**src/rtl/sai_pkg.sv**
```systemverilog
package sai_pkg;

  typedef enum logic [1:0] {
    RATIO_128  = 2'b00,
    RATIO_256  = 2'b01,
    RATIO_512  = 2'b10,
    RATIO_512B = 2'b11
  } ratio_e;

  // divider tap offset for the bit clock
  function automatic logic [1:0] ratio_shift(input logic [1:0] code);
    if (code == RATIO_128) return 2'd0;
    if (code == RATIO_256) return 2'd1;
    return 2'd2;
  endfunction

  function automatic int unsigned word_bits(input logic [1:0] code, input int unsigned full);
    unique case (code)
      2'b00:   return full;
      2'b01:   return full - 4;
      default: return full - 8;
    endcase
  endfunction

endpackage

```
**src/rtl/sai_clkgen.sv**
```systemverilog
module sai_clkgen import sai_pkg::*; #(
  parameter int unsigned SLOTS_PER_FRAME = 64
) (
  input  logic       clk_i,
  input  logic       rst_ni,
  input  logic       master_i,
  input  logic [1:0] ratio_i,
  output logic       bck_o,
  output logic       lrck_o
);
  localparam int unsigned LR_OFS = $clog2(SLOTS_PER_FRAME);
  localparam int unsigned DIV_W  = LR_OFS + 3;
  localparam int unsigned IDX_W  = $clog2(DIV_W);

  logic [DIV_W-1:0] div_q;
  logic [IDX_W-1:0] bck_idx, lr_idx;
  logic             bck_q, lr_q;

  assign bck_idx = IDX_W'(ratio_shift(ratio_i));
  assign lr_idx  = IDX_W'(LR_OFS) + bck_idx;

  always_ff @(posedge clk_i or negedge rst_ni) begin
    if (!rst_ni) begin
      div_q <= '0;
      bck_q <= 1'b0;
      lr_q  <= 1'b0;
    end else if (master_i) begin
      div_q <= div_q + 1'b1;
      bck_q <= div_q[bck_idx];
      lr_q  <= div_q[lr_idx];
    end else begin
      div_q <= '0;
      bck_q <= 1'b0;
      lr_q  <= 1'b0;
    end
  end

  assign bck_o  = bck_q;
  assign lrck_o = lr_q;


  lr_on_bck_fall_chk: assert property (@(posedge clk_i) disable iff (!rst_ni)
    master_i && !$stable(lr_q) |-> $fell(bck_q));


  slave_idle_chk: assert property (@(posedge clk_i) disable iff (!rst_ni)
    !$past(master_i) |-> !bck_q && !lr_q);

endmodule

```
**src/rtl/sai_edge.sv**
```systemverilog
module sai_edge #(
  parameter int unsigned SYNC_STAGES = 2
) (
  input  logic clk_i,
  input  logic rst_ni,
  input  logic bck_i,
  input  logic lrck_i,
  input  logic sd_i,
  input  logic fall_i,
  input  logic lr_inv_i,
  output logic act_o,
  output logic lr_o,
  output logic sd_o
);
  logic [SYNC_STAGES-1:0] bck_s, lr_s, sd_s;
  logic                   bck_d;

  // data and lrck share the bit clock's delay so they stay aligned to its edges
  always_ff @(posedge clk_i or negedge rst_ni) begin
    if (!rst_ni) begin
      bck_s <= '0;
      lr_s  <= '0;
      sd_s  <= '0;
      bck_d <= 1'b0;
    end else begin
      bck_s <= {bck_s[SYNC_STAGES-2:0], bck_i};
      lr_s  <= {lr_s[SYNC_STAGES-2:0], lrck_i};
      sd_s  <= {sd_s[SYNC_STAGES-2:0], sd_i};
      bck_d <= bck_s[SYNC_STAGES-1];
    end
  end

  assign act_o = fall_i ? (bck_d & ~bck_s[SYNC_STAGES-1])
                        : (~bck_d & bck_s[SYNC_STAGES-1]);
  assign lr_o  = lr_s[SYNC_STAGES-1] ^ lr_inv_i;
  assign sd_o  = sd_s[SYNC_STAGES-1];

endmodule

```
**src/rtl/sai_deser.sv**
```systemverilog
module sai_deser import sai_pkg::*; #(
  parameter int unsigned DATA_W = 24,
  parameter int unsigned CNT_W  = 6
) (
  input  logic              clk_i,
  input  logic              rst_ni,
  input  logic              act_i,
  input  logic              lr_i,
  input  logic              sd_i,
  input  logic              delay_i,
  input  logic              rjust_i,
  input  logic [1:0]        res_i,
  output logic [DATA_W-1:0] left_o,
  output logic [DATA_W-1:0] right_o,
  output logic              valid_o
);
  logic [CNT_W-1:0]  n_bits, first_slot, end_slot, pad, idx_q;
  logic [DATA_W-1:0] keep_mask, word, sh_q, hold_q, left_q, right_q;
  logic              phase_q, seen_q, left_ok_q, valid_q, take;

  assign n_bits     = CNT_W'(word_bits(res_i, DATA_W));
  assign first_slot = CNT_W'(delay_i);
  assign end_slot   = first_slot + n_bits;
  assign pad        = CNT_W'(DATA_W) - n_bits;
  assign keep_mask  = ~({DATA_W{1'b1}} << n_bits);
  assign word       = (sh_q & keep_mask) << pad;
  // right-justified keeps shifting; the mask leaves the last N bits
  assign take       = rjust_i || (idx_q >= first_slot && idx_q < end_slot);

  always_ff @(posedge clk_i or negedge rst_ni) begin
    if (!rst_ni) begin
      idx_q     <= '0;
      sh_q      <= '0;
      hold_q    <= '0;
      left_q    <= '0;
      right_q   <= '0;
      phase_q   <= 1'b0;
      seen_q    <= 1'b0;
      left_ok_q <= 1'b0;
      valid_q   <= 1'b0;
    end else begin
      valid_q <= 1'b0;
      if (act_i) begin
        if (lr_i != phase_q) begin
          phase_q <= lr_i;
          seen_q  <= 1'b1;
          idx_q   <= CNT_W'(1);
          sh_q    <= (rjust_i || !delay_i) ? DATA_W'(sd_i) : '0;
          if (seen_q) begin
            if (!phase_q) begin
              hold_q    <= word;
              left_ok_q <= 1'b1;
            end else if (left_ok_q) begin
              left_q    <= hold_q;
              right_q   <= word;
              valid_q   <= 1'b1;
              left_ok_q <= 1'b0;
            end
          end
        end else begin
          if (take) sh_q <= {sh_q[DATA_W-2:0], sd_i};
          if (idx_q != {CNT_W{1'b1}}) idx_q <= idx_q + 1'b1;
        end
      end
    end
  end

  assign left_o  = left_q;
  assign right_o = right_q;
  assign valid_o = valid_q;


  valid_pulse_chk: assert property (@(posedge clk_i) disable iff (!rst_ni)
    valid_q |=> !valid_q);


  low_bits_zero_chk: assert property (@(posedge clk_i) disable iff (!rst_ni)
    valid_q && res_i[1] |-> (left_q[7:0] == 8'h00) && (right_q[7:0] == 8'h00));

endmodule

```
**src/rtl/serial_audio_rx.sv**
```systemverilog
module serial_audio_rx import sai_pkg::*; #(
  parameter int unsigned DATA_W          = 24,
  parameter int unsigned CNT_W           = 6,
  parameter int unsigned SLOTS_PER_FRAME = 64,
  parameter int unsigned SYNC_STAGES     = 2
) (
  input  logic              clk_i,
  input  logic              rst_ni,
  input  logic              master_i,
  input  logic [1:0]        ratio_i,
  input  logic [1:0]        res_i,
  input  logic              rjust_i,
  input  logic              delay_i,
  input  logic              bck_fall_i,
  input  logic              lr_inv_i,
  input  logic              bck_i,
  input  logic              lrck_i,
  input  logic              sdata_i,
  output logic              bck_o,
  output logic              lrck_o,
  output logic [DATA_W-1:0] left_o,
  output logic [DATA_W-1:0] right_o,
  output logic              valid_o
);
  logic bck_m, lrck_m, bck_sel, lrck_sel, act, lr_eff, sd_eff;

  sai_clkgen #(.SLOTS_PER_FRAME(SLOTS_PER_FRAME)) u_clkgen (
    .clk_i   (clk_i),
    .rst_ni  (rst_ni),
    .master_i(master_i),
    .ratio_i (ratio_i),
    .bck_o   (bck_m),
    .lrck_o  (lrck_m)
  );

  assign bck_sel  = master_i ? bck_m  : bck_i;
  assign lrck_sel = master_i ? lrck_m : lrck_i;

  sai_edge #(.SYNC_STAGES(SYNC_STAGES)) u_edge (
    .clk_i   (clk_i),
    .rst_ni  (rst_ni),
    .bck_i   (bck_sel),
    .lrck_i  (lrck_sel),
    .sd_i    (sdata_i),
    .fall_i  (bck_fall_i),
    .lr_inv_i(lr_inv_i),
    .act_o   (act),
    .lr_o    (lr_eff),
    .sd_o    (sd_eff)
  );

  sai_deser #(.DATA_W(DATA_W), .CNT_W(CNT_W)) u_deser (
    .clk_i  (clk_i),
    .rst_ni (rst_ni),
    .act_i  (act),
    .lr_i   (lr_eff),
    .sd_i   (sd_eff),
    .delay_i(delay_i),
    .rjust_i(rjust_i),
    .res_i  (res_i),
    .left_o (left_o),
    .right_o(right_o),
    .valid_o(valid_o)
  );

  assign bck_o  = bck_m;
  assign lrck_o = lrck_m;

endmodule

```
**config.mk**
```make
export PLATFORM = sky130hd
export DESIGN_NAME = serial_audio_rx
export DESIGN_NICKNAME = d
export VERILOG_FILES = /design/src/rtl/sai_pkg.sv /design/src/rtl/sai_clkgen.sv /design/src/rtl/sai_edge.sv /design/src/rtl/sai_deser.sv /design/src/rtl/serial_audio_rx.sv
export SDC_FILE = /design/constraint.sdc
export NUM_CORES = 1
export LEC_CHECK = 0
export BUFFER_PORTS_ARGS = -buffer_cell sky130_fd_sc_hd__buf_2
export CAP_MARGIN = 20
export CORE_ASPECT_RATIO = 1.2
export CORE_UTILIZATION = 25
export CTS_CLUSTER_SIZE = 10
export DETAILED_ROUTE_END_ITERATION = 7
export GPL_ROUTABILITY_DRIVEN = 0
export PLACE_DENSITY = 0.49
export SLEW_MARGIN = 20
export SYNTH_ARGS = -nofsm -noshare
export SYNTH_HDL_FRONTEND = slang
export SYNTH_HIERARCHICAL = 1
export SYNTH_SLANG_ARGS = --single-unit
export TNS_END_PERCENT = 1
```
**constraint.sdc**
```tcl
create_clock -name clk_i -period 2.3 [get_ports clk_i]
set_input_delay 0.23 -clock clk_i [delete_from_list [all_inputs] [get_ports clk_i]]
set_output_delay 0.23 -clock clk_i [all_outputs]
set_load 0.02 [all_outputs]
```
==> results.txt <==
Status - finished clean
Tcrit/Tclk final - 0.883
Critical Path AT - 2.36 ns
Worst EP required - 2.63 ns
Die Footprint - 0.0228 mm2
# diodes - 0
Post-route ant nets - 0
Cell family with most CP delay - compound AO/OA/AOI/OAI gates
Slew Limit Fails - 0
Worst path bufs/invs - 1
Worst-path fanout max - 23
Root Buffer - clkbuf_16
Latest clock arrival within the worst-skew pair - 0.41 ns
DP HPWL - 8.42 mm
Gr ovfl total - 0
Post-DP Area - 0.00619 mm2
Setup crit start kind - flop
Largest net degree at the start of global routing - 74
I/O Buffers - 64
Fmax - 492 MHz
Vias in the first global route - 3797
Worst Hold Class - primary input to flop
Seq pwr share - 0.419
Post-Layout Inst Area - 0.00680 mm2
Nets@finish - 595
Post-Syn Area - 0.00555 mm2
Rel. slew slack - 0.601
WL/cell - 13.8 um
FF-to-FF Start - u_deser/idx_q[3]
Routed vias/inst - 4.37
Die H - 165 um
Initial DRC count - 139
Clk slew on worst S/H paths - 0.06 ns
Setup tns final - 0 ns
Max_cap viols - 0
Top Ports - 65
Leakage - 3.18 nW
Global-route wire length before repair - 19.9 mm
Clk sink count - 124
Final setup fails - 0
Crit path time final - 2.03 ns
Cells along the critical path - ha_1 > a21oi_1 > o21ai_0 > a221oi_1 > o31a_1 > buf_12 > mux2i_1
Slowest-stage cell, CP - dfrtp_1
M3 GR Usage - 0.0323
HP Start - lrck_i
Unrepaired setup endpoints after global routing - no
Kind of critical path - flop to flop
WHS - 0.0474 ns
Final Hold Vio Count - 0
Die Wd - 138 um
Sequential fraction of the synthesis area - 0.559
Crit path largest cell delay - 0.44 ns
Least-Margin Pin Slew - 0.597 ns
Share of cells above drive strength 1 - 0.252
Layout Skew - 0.0101 ns
CP endpoint kind - flop
Remaining routing DRC violations - 0
Final WL - 11.8 mm
GRT met2 Usage - 0.182
Initial antenna violation count - 0
Worst vdd ir - 0.546 mV
# resized after CTS - 0
Router iterations before antenna repair - 4
CP startpoint - u_deser/idx_q[3]
Met1 usage in global routing - 0.136
Starting Density - 0.256
NetSw - 0.00213 W
Pwr Density - 1010 mW/mm2
Cell-internal power - 0.00473 W
TritonCTS buffer count - 17
Cell count after synthesis - 504
Core area - 0.0217 mm2
CTS tree - done
Syn-to-layout area delta - 22.5%
Yosys warns - 6
Average size of a mapped cell - 11.0 um2
Switching Share - 0.311
Mapped Nets - 525
Overall Global Routing Usage - 0.112
Register bit total from synthesis - 124
Distinct cells, synth - 48
Max clock buf depth - 2
Comb pwr share - 0.193
Layer with the highest usage - met2
Vias - 3763
Clock Power Share - 0.388
Rows - 59
Htree depth - 4
Yosys cell counts (all sizes together):
cell type / n / area share
nor2: 9 / 0.0061
nand3: 10 / 0.0090
nand4b: 1 / 0.0016
a21oi: 1 / 0.00090
nand2: 89 / 0.060
and2: 6 / 0.0068
inv: 30 / 0.020
a31oi: 1 / 0.0011
nor4: 1 / 0.0011
a211o: 4 / 0.0063
o31a: 2 / 0.0032
o21a: 1 / 0.0014
mux2: 29 / 0.059
mux2i: 40 / 0.072
nor2b: 9 / 0.011
ha: 7 / 0.016
or3: 4 / 0.0045
mux4: 4 / 0.016
dfrtp: 124 / 0.56
xor2: 5 / 0.0079
a32o: 1 / 0.0018
and3: 1 / 0.0011
a221oi: 1 / 0.0016
nor3: 1 / 0.00090
nand4: 3 / 0.0045
clkbuf: 15 / 0.010
and4: 1 / 0.0016
xnor2: 4 / 0.0097
nand3b: 1 / 0.0014
buf: 13 / 0.019
o22ai: 4 / 0.0045
or2: 3 / 0.0034
nand2b: 14 / 0.016
a21boi: 4 / 0.0054
and2b: 1 / 0.0014
o21ai: 60 / 0.055
timing repair:
| action | CTS | global route |
|---|---|---|
| hold endpoints to repair | 27 | 0 |
| setup buffers | 0 | 0 |
| hold buffers | 2 | 0 |
layer usage:
layer / part of all wire / wire length (um)
met5: 0 / 0
met4: 0.020 / 242
met3: 0.041 / 482
met2: 0.49 / 5750
met1: 0.45 / 5370
area by class of cell:
cell class / instances / area (um2)
well taps: 274 / 343
clock buffers: 17 / 425
inverters: 30 / 113
fillers: 2279 / 14900
multi-input cells: 322 / 2180
clock inverters: 15 / 165
repair buffers: 79 / 478
flip-flops and latches: 124 / 3100
sequential cells by signal, indices dropped and copies added, names as in the netlist:
signal and cells:
u_deser/hold_q 24, u_deser/valid_o 1, u_deser/seen_q 1, u_clkgen/bck_o 1, u_deser/left_ok_q 1, u_deser/sh_q 24, u_edge/bck_s 2, u_edge/bck_d 1
u_clkgen/lrck_o 1, u_edge/lr_s 2, u_clkgen/div_q 9, u_deser/right_o 24, u_edge/sd_s 2, u_deser/left_o 24, u_deser/phase_q 1, u_deser/idx_q 6
cell families after synthesis:
| logic type | share of synthesized area |
|---|---|
| and+or+nand+nor | 0.131 |
| DFF | 0.559 |
| AOI/OAI and AO/OA | 0.0809 |
| muxes | 0.147 |
| buffers and inverters | 0.0493 |
| xor gates and xnor gates | 0.0176 |
| adders and majority gates | 0.0158 |
per-stage QoR:
stage               utilization  worst slack, ns  cells  power (W)
floorplan                     -            0.124    504    0.00374
global placement          0.285           0.0779    827    0.00422
detailed placement        0.285           0.0425    827    0.00427
CTS                       0.314            0.236    861    0.00696
global route              0.314            0.122    861    0.00724
finish                    0.314            0.269    861    0.00686
path summary, 6_finish.rpt:
| path | endpoint | slack, ns | cells past startpoint |
|---|---|---|---|
| min in group asynchronous | u_deser/hold_q[17] | 0.30 | 2 |
| max reg2reg | u_deser/sh_q[6] | 0.27 | 7 |
| min reg2reg | u_edge/bck_s[1] | 0.35 | 0 |
| max | u_deser/sh_q[6] | 0.27 | 7 |
| min | u_edge/lr_s[0] | 0.05 | 2 |
| max in group asynchronous | u_deser/hold_q[5] | 1.30 | 3 |
placed cells by master (no fill, tap or decap), types with 2 or more instances in the layout:
cell / netlist / layout
or2_2: 2 / 3
and2_1: 6 / 6
o21ai_0: 48 / 48
a211o_1: 4 / 4
o22ai_1: 4 / 4
mux2_1: 2 / 2
mux4_2: 4 / 4
buf_12: 0 / 3
buf_2: 6 / 63
clkinvlp_4: 0 / 4
a21boi_1: 3 / 3
inv_1: 29 / 29
o21ai_1: 11 / 11
mux2i_1: 40 / 40
xor2_1: 5 / 5
nand2b_1: 14 / 14
nand2_1: 89 / 89
mux2_2: 27 / 27
nand4_1: 2 / 2
or3_1: 4 / 4
dfrtp_1: 124 / 124
xnor2_1: 3 / 3
nor2b_1: 8 / 8
nor2_1: 9 / 9
clkbuf_16: 0 / 17
dlygate4sd3_1: 0 / 2
o31a_1: 2 / 2
clkinv_4: 0 / 3
inv_6: 0 / 5
nand3_1: 10 / 10
bufinv_16: 0 / 2
ha_1: 7 / 7
buf_4: 2 / 11
power groups by stage:
stage / clock network [W] / registers [W] / logic (W)
after CTS: 0.00273 / 0.00288 / 0.00135
after floorplan: 0 / 0.00305 / 0.000693
after global routing: 0.00282 / 0.00293 / 0.00148
after detailed placement: 0 / 0.00292 / 0.00135
final: 0.00266 / 0.00287 / 0.00132
after global placement: 0 / 0.00291 / 0.00132
Note: power is estimated with default switching activity, not from simulation.
